`src/rtl/clkgen_ctl_pkg.sv`:
```
package clkgen_ctl_pkg;

  // Register bit positions (software decodes these)
  localparam int unsigned BIT_PLL_EN  = 0;
  localparam int unsigned BIT_PLL_PD  = 1;
  localparam int unsigned BIT_OSC_PD  = 2;
  localparam int unsigned BIT_PLL_RST = 3;
  localparam int unsigned BIT_LOCK    = 5;
  localparam int unsigned BIT_STABLE  = 6;

  typedef struct packed {
    logic pll_rst;
    logic osc_pd_req;
    logic pll_pd;
    logic pll_en;
  } ctl_bits_t;

  localparam ctl_bits_t CTL_RESET = '{pll_rst: 1'b1, osc_pd_req: 1'b0, pll_pd: 1'b0, pll_en: 1'b0};

endpackage

```
`src/rtl/clkgen_rst_sync.sv`:
```
module clkgen_rst_sync #(
  parameter int unsigned STAGES = 2
) (
  input  logic clk,
  input  logic rst_n,
  output logic rst_sync_n
);
  logic [STAGES-1:0] sh_q;
  logic [STAGES-1:0] sh_d;

  always_comb begin
    sh_d = {sh_q[STAGES-2:0], 1'b1};
  end

  always_ff @(posedge clk or negedge rst_n) begin
    if (!rst_n) sh_q <= '0;
    else        sh_q <= sh_d;
  end

  assign rst_sync_n = sh_q[STAGES-1];
endmodule

```
`src/rtl/clkgen_lock_sync.sv`:
```
module clkgen_lock_sync #(
  parameter int unsigned STAGES = 2
) (
  input  logic clk,
  input  logic rst_n,
  input  logic async_i,
  output logic sync_o
);
  logic [STAGES-1:0] ff_q;
  logic [STAGES-1:0] ff_d;

  generate
    if (STAGES == 1) begin : g_one
      always_comb ff_d = async_i;
    end else begin : g_chain
      always_comb ff_d = {ff_q[STAGES-2:0], async_i};
    end
  endgenerate

  always_ff @(posedge clk or negedge rst_n) begin
    if (!rst_n) ff_q <= '0;
    else        ff_q <= ff_d;
  end

  assign sync_o = ff_q[STAGES-1];

  generate
    if (STAGES == 2) begin : g_chk
      // a rising lock bit must come from the input two edges earlier
      p_lock_delay_r4: assert property (@(posedge clk) disable iff (!rst_n)
        $rose(sync_o) |-> $past(async_i, 2));
    end
  endgenerate
endmodule

```
`src/rtl/clkgen_stab_cnt.sv`:
```
module clkgen_stab_cnt #(
  parameter int unsigned STABLE_CYCLES = 41032
) (
  input  logic clk,
  input  logic rst_n,
  input  logic restart_i,
  output logic done_o
);
  localparam int unsigned CW = $clog2(STABLE_CYCLES + 1);
  localparam logic [CW-1:0] CNT_LAST = CW'(STABLE_CYCLES);

  logic [CW-1:0] cnt_q;
  logic [CW-1:0] cnt_d;
  logic          cnt_en;
  logic          at_last;

  assign at_last = (cnt_q == CNT_LAST);

  always_comb begin
    cnt_en = restart_i | ~at_last;
    cnt_d  = cnt_q;
    if (restart_i)     cnt_d = '0;
    else if (!at_last) cnt_d = cnt_q + 1'b1;
  end

  always_ff @(posedge clk or negedge rst_n) begin
    if (!rst_n)      cnt_q <= '0;
    else if (cnt_en) cnt_q <= cnt_d;
  end

  assign done_o = at_last;

  // a restart must leave the counter unfinished on the next cycle
  p_restart_clears_r8: assert property (@(posedge clk) disable iff (!rst_n)
    restart_i |=> !done_o);
endmodule

```
`src/rtl/clkgen_pd_seq.sv`:
```
module clkgen_pd_seq (
  input  logic clk,
  input  logic rst_n,
  input  logic req_i,
  input  logic mode_i,
  input  logic idle_i,
  output logic pd_next_o,
  output logic pd_o
);
  logic pd_q;

  always_comb begin
    pd_next_o = req_i & (mode_i | idle_i);
  end

  always_ff @(posedge clk or negedge rst_n) begin
    if (!rst_n) pd_q <= 1'b0;
    else        pd_q <= pd_next_o;
  end

  assign pd_o = pd_q;

  // immediate mode powers down on the next edge
  p_pd_immediate_r6: assert property (@(posedge clk) disable iff (!rst_n)
    (req_i && mode_i) |=> pd_o);
  // idle-gated mode keeps the oscillator running while not idle
  p_pd_wait_idle_r7: assert property (@(posedge clk) disable iff (!rst_n)
    (!mode_i && !idle_i) |=> !pd_o);
  // withdrawing the request releases the oscillator
  p_pd_release_r8: assert property (@(posedge clk) disable iff (!rst_n)
    !req_i |=> !pd_o);
endmodule

```
`src/rtl/osc_pll_ctl.sv`:
```
module osc_pll_ctl #(
  parameter int unsigned DW            = 8,
  parameter int unsigned STABLE_CYCLES = 41032,
  parameter int unsigned SYNC_STAGES   = 2
) (
  input  logic          clk,
  input  logic          rst_n,
  input  logic          reg_we,
  input  logic [DW-1:0] reg_wdata,
  output logic [DW-1:0] reg_rdata,
  input  logic          pll_lock_i,
  input  logic          gen_idle_i,
  input  logic          osc_pd_mode_i,
  input  logic          test_mode_i,
  input  logic          stab_cnt_dis_i,
  output logic          osc_pd_o,
  output logic          pll_pd_o,
  output logic          pll_rst_o,
  output logic          pll_en_o
);
  import clkgen_ctl_pkg::*;

  logic      rst_i_n;
  ctl_bits_t ctl_q;
  ctl_bits_t ctl_d;
  logic      lock_s;
  logic      pd_next;
  logic      stab_done;
  logic      stable_bit;

  clkgen_rst_sync #(.STAGES(2)) u_rst (
    .clk        (clk),
    .rst_n      (rst_n),
    .rst_sync_n (rst_i_n)
  );

  clkgen_lock_sync #(.STAGES(SYNC_STAGES)) u_lock (
    .clk     (clk),
    .rst_n   (rst_i_n),
    .async_i (pll_lock_i),
    .sync_o  (lock_s)
  );

  clkgen_pd_seq u_pd (
    .clk       (clk),
    .rst_n     (rst_i_n),
    .req_i     (ctl_q.osc_pd_req),
    .mode_i    (osc_pd_mode_i),
    .idle_i    (gen_idle_i),
    .pd_next_o (pd_next),
    .pd_o      (osc_pd_o)
  );

  clkgen_stab_cnt #(.STABLE_CYCLES(STABLE_CYCLES)) u_cnt (
    .clk       (clk),
    .rst_n     (rst_i_n),
    .restart_i (pd_next),
    .done_o    (stab_done)
  );

  // Control register next state
  always_comb begin
    ctl_d = ctl_q;
    if (reg_we) begin
      ctl_d.pll_en     = reg_wdata[BIT_PLL_EN];
      ctl_d.pll_pd     = reg_wdata[BIT_PLL_PD];
      ctl_d.osc_pd_req = reg_wdata[BIT_OSC_PD];
      ctl_d.pll_rst    = reg_wdata[BIT_PLL_RST];
    end
  end

  always_ff @(posedge clk or negedge rst_i_n) begin
    if (!rst_i_n)    ctl_q <= CTL_RESET;
    else if (reg_we) ctl_q <= ctl_d;
  end

  assign stable_bit = stab_done | test_mode_i | stab_cnt_dis_i;

  always_comb begin
    reg_rdata              = '0;
    reg_rdata[BIT_PLL_EN]  = ctl_q.pll_en;
    reg_rdata[BIT_PLL_PD]  = ctl_q.pll_pd;
    reg_rdata[BIT_OSC_PD]  = ctl_q.osc_pd_req;
    reg_rdata[BIT_PLL_RST] = ctl_q.pll_rst;
    reg_rdata[BIT_LOCK]    = lock_s;
    reg_rdata[BIT_STABLE]  = stable_bit;
  end

  assign pll_en_o  = ctl_q.pll_en;
  assign pll_pd_o  = ctl_q.pll_pd;
  assign pll_rst_o = ctl_q.pll_rst;

  // the counter is never finished while the oscillator is down
  p_down_not_settled_r8: assert property (@(posedge clk) disable iff (!rst_i_n)
    osc_pd_o |-> !stab_done);
  // a power-down landing on the completing edge keeps the counter unfinished
  p_pd_wins_r10: assert property (@(posedge clk) disable iff (!rst_i_n)
    $rose(osc_pd_o) |-> !stab_done);
endmodule

```
`config.mk`:
```
export PLATFORM = sky130hd
export DESIGN_NAME = osc_pll_ctl
export DESIGN_NICKNAME = d
export VERILOG_FILES = /design/src/rtl/clkgen_ctl_pkg.sv /design/src/rtl/clkgen_rst_sync.sv /design/src/rtl/clkgen_lock_sync.sv /design/src/rtl/clkgen_stab_cnt.sv /design/src/rtl/clkgen_pd_seq.sv /design/src/rtl/osc_pll_ctl.sv
export SDC_FILE = /design/constraint.sdc
export NUM_CORES = 1
export LEC_CHECK = 0
export BUFFER_PORTS_ARGS = -buffer_cell sky130_fd_sc_hd__buf_2
export CAP_MARGIN = 30
export CORE_UTILIZATION = 52
export CTS_CLUSTER_SIZE = 24
export DETAILED_ROUTE_END_ITERATION = 10
export PLACE_DENSITY = 0.9
export RECOVER_POWER = 100
export SYNTH_ARGS = -nofsm -noshare
export SYNTH_HDL_FRONTEND = slang
export SYNTH_SLANG_ARGS = --single-unit
```
`constraint.sdc`:
```
create_clock -name clk -period 1.7 [get_ports clk]
set_clock_uncertainty 0.1 [all_clocks]
set_input_delay 0.34 -clock clk [delete_from_list [all_inputs] [get_ports clk]]
set_output_delay 0.34 -clock clk [all_outputs]
set_load 0.03 [all_outputs]
```
==> Word level (Yosys, flattened, before mapping) <==
Index checks and enable logic that the tools add are counted.
{ "classes": {"addsub": 1, "n_eq_ne": 2, "muxes": 2, "bitwise_logic": 6, "reduce_logical": 1} }
{ "op_table": {"columns": ["op", "count"], "rows": [
  ["$mux W16", 2],
  ["$add A16 B1 Y16 const B", 1],
  ["$eq A16 B16 Y1 const B", 1],
  ["$or A1 B1 Y1", 4],
  ["$ne A2 B1 Y1 const B", 1],
  ["$reduce_and A2 Y1", 1],
  ["$and A1 B1 Y1", 1],
  ["$not A1 Y1", 1]
]} }
{ "totals": {"reg_bits": 25, "input_bits": 16, "output_inout_bits": 12, "elab_cells": 20} }

==> Logic depth before layout (Yosys ltp) <==
Gate-level depths: netlist of run 1.
{ "depth": {"depth_word": 4, "depth_mapped": 6, "depth_no_buf": 6} }

==> Hierarchy <==
Synthesis of run 1 repeated with hierarchy kept, for this count alone.
{ "hier_totals": {"cells_unflattened": 112, "hier_area_um2": 1221.2} }
{ "by_module_without_submodules": {"columns": ["mod", "instances", "cells_each", "area_each_um2", "seq_area_each_um2"], "rows": [
  ["clkgen_stab_cnt", 1, 88, 875.8, 400.4],
  ["osc_pll_ctl", 1, 17, 209.0, 101.3],
  ["clkgen_rst_sync", 1, 3, 53.8, 50.0],
  ["clkgen_lock_sync", 1, 2, 50.0, 50.0],
  ["clkgen_pd_seq", 1, 2, 32.5, 25.0]
]} }

==> Least setup slack after synthesis of run 1 <==
Ideal clock, no wire load.
{ "synth_timing": {"path_kind": "flip-flop to output port", "from": "register u_cnt.cnt_q[0]", "to": "output reg_rdata[6]", "arrival_ns": 1.151, "required_ns": 1.260, "path_slack_ns": 0.109, "path_stages_with_launch": 7, "path_buffers": 1, "path_cell_list": "dfrtp_1 inv_1 ha_1 and3b_1 nand4_1 nand2_1 buf_4"} }
{ "synth_via": {"elab_chain_len": 3} }
{ "synth_rtl": {"columns": ["element", "line", "rtl"], "rows": [
  ["start, declared", "clkgen_stab_cnt.sv:12", "logic [CW-1:0] cnt_q;"],
  ["start signal, assigned", "clkgen_stab_cnt.sv:28", "else if (cnt_en) cnt_q <= cnt_d;"],
  ["$eq A16 B16 Y1", "clkgen_stab_cnt.sv:17", "assign at_last = (cnt_q == CNT_LAST);"],
  ["$or A1 B1 Y1 (2 in series)", "osc_pll_ctl.sv:77", "assign stable_bit = stab_done | test_mode_i | stab_cnt_dis_i;"],
  ["end, declared", "osc_pll_ctl.sv:10", "output logic [DW-1:0] reg_rdata,"]
]} }
Every way passes these cells.

==> Worst setup path in the final report of run 1 <==
{ "layout_timing": {"from": "register u_cnt.cnt_q[1]", "to": "output reg_rdata[6]"} }
Same word-level chain as after synthesis.

==> results of run 1 <==
==> per-layer routing <==
metal  up-vias  wire length, um  track usage, %
met4         0               12            3.81
met2        14             1050            30.4
met1       407              963            26.2
li1        398                -               -
met3         2               58            6.79
met5         -                0               0
==> synthesized netlist by cell type <==
master and n:
clkbuf_1 2, and2_1 1, xor2_1 10, buf_6 1, nor2_1 14, nand3b_1 1
nor4_1 1, o21a_1 1, nand4_1 7, and4_4 1, buf_4 8, nor4b_1 1
mux2_2 4, inv_1 3, ha_1 2, nand2_1 3, and3_1 2, conb_1 2
or2b_1 1, and2_0 1, a31o_2 1, and4_1 3, nand3_1 4, nor4bb_1 1
a21oi_1 2, mux2i_1 1, and3b_1 1, xnor2_1 3, dfrtp_1 24, dfstp_2 1
nor2b_1 1
==> through the flow <==
stage	power, W	hold slack, ns	cells	setup WS [ns]	util, %
after floorplan	0.000849	-0.0556	109	0.109	-
after global placement	0.000885	0.0248	148	0.0964	61.5
after detailed placement	0.000899	0.0315	148	0.0836	61.5
after CTS	0.00120	0.0774	157	-0.208	65.6
after global routing	0.00128	0.116	157	-0.284	65.7
final	0.00121	0.0627	157	-0.202	65.7
==> sequential cells by signal, indices dropped and copies added, names as in the netlist <==
register and count:
pll_en_o 1, pll_pd_o 1, pll_rst_o 1, reg_rdata 1, u_cnt.cnt_q 16, u_lock.ff_q 2, u_pd.pd_o 1, u_rst.sh_q 2
==> where the power goes <==
part / internal (W) / switching (W) / leakage (nW)
sequential: 0.000637 / 0.0000305 / 0.323
combinational: 0.000112 / 0.000164 / 0.285
clock: 0.0000882 / 0.000177 / 0.0177
==> final cells by class <==
| cell class | count | area, sq um |
|---|---|---|
| clock buffer | 3 | 22.5 |
| clock inverter | 1 | 5.00 |
| fill | 168 | 708 |
| inverter | 3 | 11.3 |
| multi-input combinational | 70 | 502 |
| sequential | 25 | 628 |
| tap | 27 | 33.8 |
| timing repair buffer | 28 | 151 |
==> what timing repair did <==
item | 4_1_cts | 5_1_grt
hold buffers | 2 | 0
hold endpoints to repair | 3 | 0
buffers inserted | 3 | 0
resized for setup | 4 | 5
pin swaps | 0 | 2
setup endpoints to repair | 1 | 1
==> worst paths after layout <==
kind / start / to / depth (start not counted)
worst max-delay path: u_cnt.cnt_q[1] / reg_rdata[6] / 6
worst min-delay path: u_rst.sh_q[1] / u_cnt.cnt_q[13] / 0
worst max register to register: u_cnt.cnt_q[0] / u_cnt.cnt_q[15] / 5
worst min register to register: u_rst.sh_q[1] / u_cnt.cnt_q[13] / 0
max in group asynchronous: u_rst.sh_q[1] / u_cnt.cnt_q[2] / 1
min in group clk: reg_wdata[0] / pll_en_o / 2
==> cell families (layout without fill, tap and decap cells) <==
kind of cell    count (synthesis)  after routing  share of synthesized area (%)
compound gates                  4              4                           2.21
flops                          25             25                           52.7
mux                             5              5                           4.63
xor+xnor                       13             13                           9.57
buf+inv                        14             35                           7.57
simple gates                   43             43                           20.6
other cells                     2              3                          0.631
fa+ha+maj                       2              2                           2.10
==> worst max-delay path: stages (launching register included) <==
cell,delay [ns]
dfrtp_1,0.41
inv_2,0.08
ha_4,0.12
and3b_1,0.16
nand4_1,0.13
nand2_1,0.11
buf_6,0.13
==> flow_summary.toml, run 1 <==
[timing]
fin_crit_ns = 1.90
relSlewSlack_pct = 50.1
setup_ws_ns = -0.202
post-route-period-util_pct = 112
setup_violations = 1
fmax_mhz = 526
tightestPinTransition_ns = 0.748
drv_slew = 0
grt_setup_unrepaired = "true"
hold_violations = 0
finalSetupTns_ns = -0.202

[clock_network]
numCtsBuffers = 3
cts_tree = "done"
cts.sinks = 25
htree_levels = 1
clk_latency_ns = 0.32
clock_path_buffers = 2
clk_pin_slew_worst_paths_ns = 0.14
cts-root-buf = "clkbuf_4"

[route]
via_per_inst = 5.23
drc_errors = 0
totalWireLength_mm = 2.09
dr.first_iter.drc_count = 11
vias = 821
first_pass_iters = 4
ant_nets = 0
avgRoutedWirePerCell_um = 13.3

[worst_hold_path]
hold_class = "reg -> async"

[cells_and_area]
antenna_cells = 0
final_common_cell = "dfrtp_1"
design_area_sq_um = 1350
area_delta_synth_final_pct = 13.8
drive_above_1_share_pct = 24.6
layout_common_cells = "23 x dfrtp_1, 14 x nor2_1, 12 x buf_2"
num-nets-final = 149

[placement]
port_buffers = 21
gp_congestion = 0.737
place_area_sq_um = 1270
hpwl_mm = 1.47

[setup_path]
start_kind = "register"
cp_max_fo = 2
required_ns = 1.26
crit_path_end_kind = "output port"
rrSetupSlack_ns = 0.06
cp.arrival_ns = 1.46
crit_type = "reg -> out"

[die]
dieArea_sq_um = 2480
rows = 16
io_pins = 28
chipWidth_um = 49.8
core_region_area_sq_um = 2060
start_util_pct = 57.7
die-height_um = 49.8

[status]
violations = "negative setup slack"
status = "finished, violations left"

[yosys]
synth_top_area_share_pct = 50.5
yosysTopAreaCell = "dfrtp_1"
yosysSeqAreaShare_pct = 52.7
synth_cells = 108
synth_cell_types = 31
synth_warnings = 0
ys_seq_elements = 25
netlist_area_sq_um = 1190
avgSynthCellArea_sq_um = 11.0
ys_top_cells_by_area = "dfrtp_1 50%, xor2_1 7.4%, buf_4 5.0%"

[power]
ir_drop_mv = 0.729
p_leak_nw = 0.625
p_per_area_nw_per_um2 = 893

[global_routing]
grt_antenna_before_repair = 0
track_usage_pct = 19.5
grt_pass1_vias = 794
grt_max_degree = 18
grt_pass1_wl_mm = 3.58
grt_overflow = 0

[run]
maxCapViolations = 0
Power figures use the tool's default switching activity.
==> run 2, diff against run 1 <==
--- a/config.mk
+++ b/config.mk
@@ -7,10 +7,10 @@
 export LEC_CHECK = 0
 export BUFFER_PORTS_ARGS = -buffer_cell sky130_fd_sc_hd__buf_2
 export CAP_MARGIN = 30
-export CORE_UTILIZATION = 52
+export CORE_UTILIZATION = 31
 export CTS_CLUSTER_SIZE = 24
 export DETAILED_ROUTE_END_ITERATION = 10
-export PLACE_DENSITY = 0.9
+export PLACE_DENSITY = 0.63
 export RECOVER_POWER = 100
 export SYNTH_ARGS = -nofsm -noshare
 export SYNTH_HDL_FRONTEND = slang
==> run 2 against run 1 <==
- count of clock-buffer cells in the layout unchanged
- clock power up 33%
- power up 6.0%
- design area up 5.5%
- register-to-register slack better by 0.03 ns
- the flow still finishes with violations (negative setup slack)
- sequential cell count unchanged
- via count up 2.7%
- sequential share of layout area down 2.5 points
==> flow_summary.toml, run 2 (same netlist as run 1, synthesis figures left out) <==
[die]
core_region_area_sq_um = 3660
chipWidth_um = 64.0
dieArea_sq_um = 4090
start_util_pct = 32.5
io_pins = 28
die-height_um = 64.0
rows = 22

[power]
power_frac_seq_pct = 51.9
p_int_w = 0.000907
pwr-share-clk_pct = 27.5
p_leak_nw = 0.662
swShare_pct = 29.2
p_sw_w = 0.000374
ir_drop_mv = 0.275
p_total_w = 0.00128
p_per_area_nw_per_um2 = 897
comb_power_share_pct = 20.6

[global_routing]
grt_overflow = 0
grt_antenna_before_repair = 0
grt_pass1_vias = 809
track_usage_pct = 11.5
grt_max_degree = 18
grt_pass1_wl_mm = 3.62

[clock_network]
cts-root-buf = "clkbuf_8"
cts.sinks = 25
cts_tree = "done"
clk_latency_ns = 0.26
clk_pin_slew_worst_paths_ns = 0.09
clock_path_buffers = 2
numCtsBuffers = 3
htree_levels = 1

[cells_and_area]
multi_input_area_sq_um = 497
drive_above_1_share_pct = 25.2
layout_common_cells = "24 x dfrtp_1, 14 x nor2_1, 12 x clkbuf_1"
design_area_sq_um = 1430
largest_reg_flops = 16
num-nets-final = 154
antenna_cells = 0
area_delta_synth_final_pct = 20.0
num-fill-cells = 363
regMostFlops = "u_cnt.cnt_q"
seqCellArea_sq_um = 627
reg_top3 = "u_cnt.cnt_q x16, u_lock.ff_q x2, u_rst.sh_q x2"
final_common_cell = "dfrtp_1"

[placement]
hpwl_mm = 1.56
place_area_sq_um = 1330
gp_congestion = 0.754
port_buffers = 21

[timing]
grt_setup_unrepaired = "true"
relSlewSlack_pct = 51.6
tightestPinTransition_ns = 0.726
hold_violations = 0
post-route-period-util_pct = 107
drv_slew = 0
fmax_mhz = 549
setup_ws_ns = -0.122
fin_crit_ns = 1.82
setup_violations = 1

[setup_path]
start_kind = "register"
required_ns = 1.26
cp_max_fo = 2
crit_path_end_kind = "output port"
crit_type = "reg -> out"
cp.arrival_ns = 1.38

[route]
totalWireLength_mm = 2.19
avgRoutedWirePerCell_um = 12.0
dr.first_iter.drc_count = 31
drc_errors = 0
via_per_inst = 4.61
ant_nets = 0
first_pass_iters = 4
vias = 843

[worst_hold_path]
hold_class = "reg -> async"

[status]
status = "finished, violations left"
violations = "negative setup slack"

[run]
maxCapViolations = 0
run 2: cell types whose count changed in the layout (fill, tap and decap cells not counted), moves of 2 or more:
cell and change:
buf_2 -2, clkbuf_1 +2, clkbuf_4 -3, buf_4 +6, clkbuf_8 +3, inv_1 +2
inv_2 -2
run 2: metal layers:
layer  global-route usage (%)  part of all wire [%]  vias to the layer above
li1                         -                     -                      407
met1                     15.0                    46                      409
met2                     17.7                    48                       21
met3                     2.14                   3.4                        6
met4                     6.82                   3.1                        0
met5                        0                     0                        -
run 2: layout make-up:
cell class | instances | share of cell area (%)
Clock buffer | 3 | 2.89
Clock inverter | 1 | 0.526
Inverter | 3 | 0.789
Multi-Input combinational cell | 70 | 34.8
Sequential cell | 25 | 43.9
Tap cell | 48 | 4.21
Timing Repair Buffer | 33 | 12.9
run 2: critical path, cell delays in order, from the launching register on:
cell and delay, ns:
dfrtp_1 0.40, inv_1 0.06, ha_1 0.15, and3b_1 0.16, nand4_1 0.11, nand2_1 0.11
buf_6 0.13
run 2: final timing paths:
kind	from	end	slack [ns]	cells after the start
max in group asynchronous	u_rst.sh_q[1]	u_cnt.cnt_q[6]	0.48	1
worst max register to register	u_cnt.cnt_q[0]	u_cnt.cnt_q[15]	0.09	5
worst max-delay path	u_cnt.cnt_q[0]	reg_rdata[6]	-0.12	6
worst min register to register	u_rst.sh_q[1]	u_cnt.cnt_q[0]	0.07	0
min in group clk	pll_lock_i	u_lock.ff_q[0]	0.08	1
worst min-delay path	u_rst.sh_q[1]	u_cnt.cnt_q[0]	0.07	0
run 2: metrics by stage:
step	hold WS (ns)	cells	worst slack [ns]	setup TNS (ns)	utilization [%]
floorplan	-0.0556	109	0.109	0	-
global route	0.0682	183	-0.211	-0.212	39.0
detailed placement	0.0275	174	0.0362	0	36.4
global placement	0.0252	174	0.0357	0	36.4
CTS	0.0720	183	-0.149	-0.180	39.5
finish	0.0701	183	-0.122	-0.122	39.0
run 2: power by group through the flow:
stage               clock (W)  combinational (W)  sequential [W]
finish               0.000353           0.000263        0.000665
global placement            0           0.000225        0.000679
CTS                  0.000366           0.000272        0.000664
global route         0.000392           0.000288        0.000673
floorplan                   0           0.000145        0.000704
detailed placement          0           0.000232        0.000683
run 2: what timing repair did:
item / in CTS / in global routing
endpoints found under the setup margin: 1 / 4
hold buffers: 1 / 0
resized for setup: 5 / 0
pin swaps: 1 / 3
setup buffers: 4 / 2
endpoints found under the hold margin: 2 / 0
==> run 3, diff against run 2 <==
--- a/config.mk
+++ b/config.mk
@@ -7,6 +7,7 @@
 export LEC_CHECK = 0
 export BUFFER_PORTS_ARGS = -buffer_cell sky130_fd_sc_hd__buf_2
 export CAP_MARGIN = 30
+export CORE_ASPECT_RATIO = 1.4
 export CORE_UTILIZATION = 31
 export CTS_CLUSTER_SIZE = 24
 export DETAILED_ROUTE_END_ITERATION = 10
==> run 3 against run 2 <==
- count of clock-buffer cells in the layout unchanged
- power down 0.85%
- sequential power about the same
- critical path depth down 2
- wire length down 3.1%
- sequential share of layout area down 0.57 points
- non-clock buffer count up 4
- maximum frequency down 0.83%
- hold slack worse by 0.014 ns
- the flow still finishes with violations (negative setup slack)
==> flow_summary.toml, run 3 (same netlist as run 1, synthesis figures left out) <==
[setup_path]
cp.arrival_ns = 1.40
start_kind = "register"
crit_type = "reg -> out"
crit_path_end_kind = "output port"
required_ns = 1.26
cp_max_fo = 2

[cells_and_area]
antenna_cells = 0
drive_above_1_share_pct = 25.9
area_delta_synth_final_pct = 21.6
num-nets-final = 158
design_area_sq_um = 1450
final_common_cell = "dfrtp_1"
reg_top3 = "u_cnt.cnt_q x16, u_lock.ff_q x2, u_rst.sh_q x2"
layout.cells.non_filler = 181
regMostFlops = "u_cnt.cnt_q"
num-fill-cells = 361
layout_common_cells = "24 x dfrtp_1, 14 x nor2_1, 12 x clkbuf_1, 12 x buf_4"
largest_reg_flops = 16

[route]
via_per_inst = 4.75
dr.first_iter.drc_count = 17
drc_errors = 0
first_pass_iters = 4
vias = 859
avgRoutedWirePerCell_um = 11.7
totalWireLength_mm = 2.13
ant_nets = 0

[timing]
setup_ws_ns = -0.137
setup_violations = 1
hold_violations = 0
fmax_mhz = 544
grt_setup_unrepaired = "true"
relSlewSlack_pct = 51.3
finalSetupTns_ns = -0.137
timing.hold.ws_ns = 0.0556
fin_crit_ns = 1.84
tightestPinTransition_ns = 0.730
drv_slew = 0
post-route-period-util_pct = 108

[run]
maxCapViolations = 0

[power]
p_per_area_nw_per_um2 = 878
ir_drop_mv = 0.479
p_total_w = 0.00127
comb_power_share_pct = 19.1
p_leak_nw = 0.674
p_int_w = 0.000899
power_frac_seq_pct = 52.4
p_sw_w = 0.000372
pwr-share-clk_pct = 28.5
swShare_pct = 29.3

[die]
chipWidth_um = 54.4
start_util_pct = 32.4
rows = 26
dieArea_sq_um = 4090
die-height_um = 75.3
core_region_area_sq_um = 3680
io_pins = 28

[global_routing]
grt_max_degree = 18
grt_pass1_vias = 834
grt_pass1_wl_mm = 3.48
grt_antenna_before_repair = 0
grt_overflow = 0
track_usage_pct = 12.7

[clock_network]
clk_pin_slew_worst_paths_ns = 0.09
cts_setup_buffers = 0
cts-root-buf = "clkbuf_8"
cts_tree = "done"
cts.sinks = 25
numCtsBuffers = 3
clk_latency_ns = 0.28
htree_levels = 1
clock_path_buffers = 2

[placement]
port_buffers = 21
hpwl_mm = 1.64
place_inst = 176
gp_congestion = 0.769
place_area_sq_um = 1390

[status]
status = "finished, violations left"
violations = "negative setup slack"

[worst_hold_path]
hold_class = "reg -> async"
run 3: cell count changes in the layout (fill, tap and decap cells not counted), sizes merged:
| cell | delta |
|---|---|
| clkbuf | +1 |
| buf | +3 |
run 3: critical path, stage by stage (launching register included):
cell      delay (ns)
dfrtp_1         0.42
nor4bb_4        0.32
nand4_1         0.15
nand2_1         0.10
buf_6           0.13
run 3: repair_timing:
action,CTS,global route
pin swaps,2,0
hold buffers,1,0
setup endpoints to repair,1,1
gates resized for setup,5,0
hold endpoints to repair,2,0
cloned,0,0
run 3: power groups by stage:
stage / Clock [W] / Sequential [W] / Combinational, W
final: 0.000362 / 0.000665 / 0.000243
after global routing: 0.000392 / 0.000672 / 0.000275
after CTS: 0.000371 / 0.000666 / 0.000257
after detailed placement: 0 / 0.000677 / 0.000253
after global placement: 0 / 0.000674 / 0.000245
after floorplan: 0 / 0.000704 / 0.000145
run 3: final cells by class:
cell class                      count  area, sq um  share of cell area (%)
Multi-Input combinational cell     70          495                    34.3
Clock buffer                        3         41.3                    2.85
Clock inverter                      1         7.51                   0.519
Tap cell                           42         52.6                    3.63
Timing Repair Buffer               37          211                    14.6
Sequential cell                    25          627                    43.3
Inverter                            3         11.3                   0.779
run 3: metrics by stage:
step,util [%],setup slack [ns]
final,39.3,-0.137
after global routing,39.3,-0.246
after floorplan,-,0.109
after detailed placement,37.7,0.0204
after global placement,37.7,0.0638
after CTS,40.0,-0.161
run 3: per-layer routing:
| layer | track usage [%] | part of all wire (%) |
|---|---|---|
| met3 | 2.40 | 3.7 |
| met1 | 12.3 | 39 |
| met5 | 0 | 0 |
| met2 | 22.5 | 54 |
| met4 | 10.3 | 3.7 |
run 3: final timing paths:
check	start	to	slack [ns]	depth (start not counted)
max reg2reg	u_cnt.cnt_q[5]	u_cnt.cnt_q[11]	0.13	6
max in group asynchronous	u_rst.sh_q[1]	u_cnt.cnt_q[2]	0.47	1
min reg2reg	u_rst.sh_q[1]	u_lock.ff_q[1]	0.06	0
min	u_rst.sh_q[1]	u_lock.ff_q[1]	0.06	0
max	u_cnt.cnt_q[5]	reg_rdata[6]	-0.14	4
min in group clk	pll_lock_i	u_lock.ff_q[0]	0.06	1
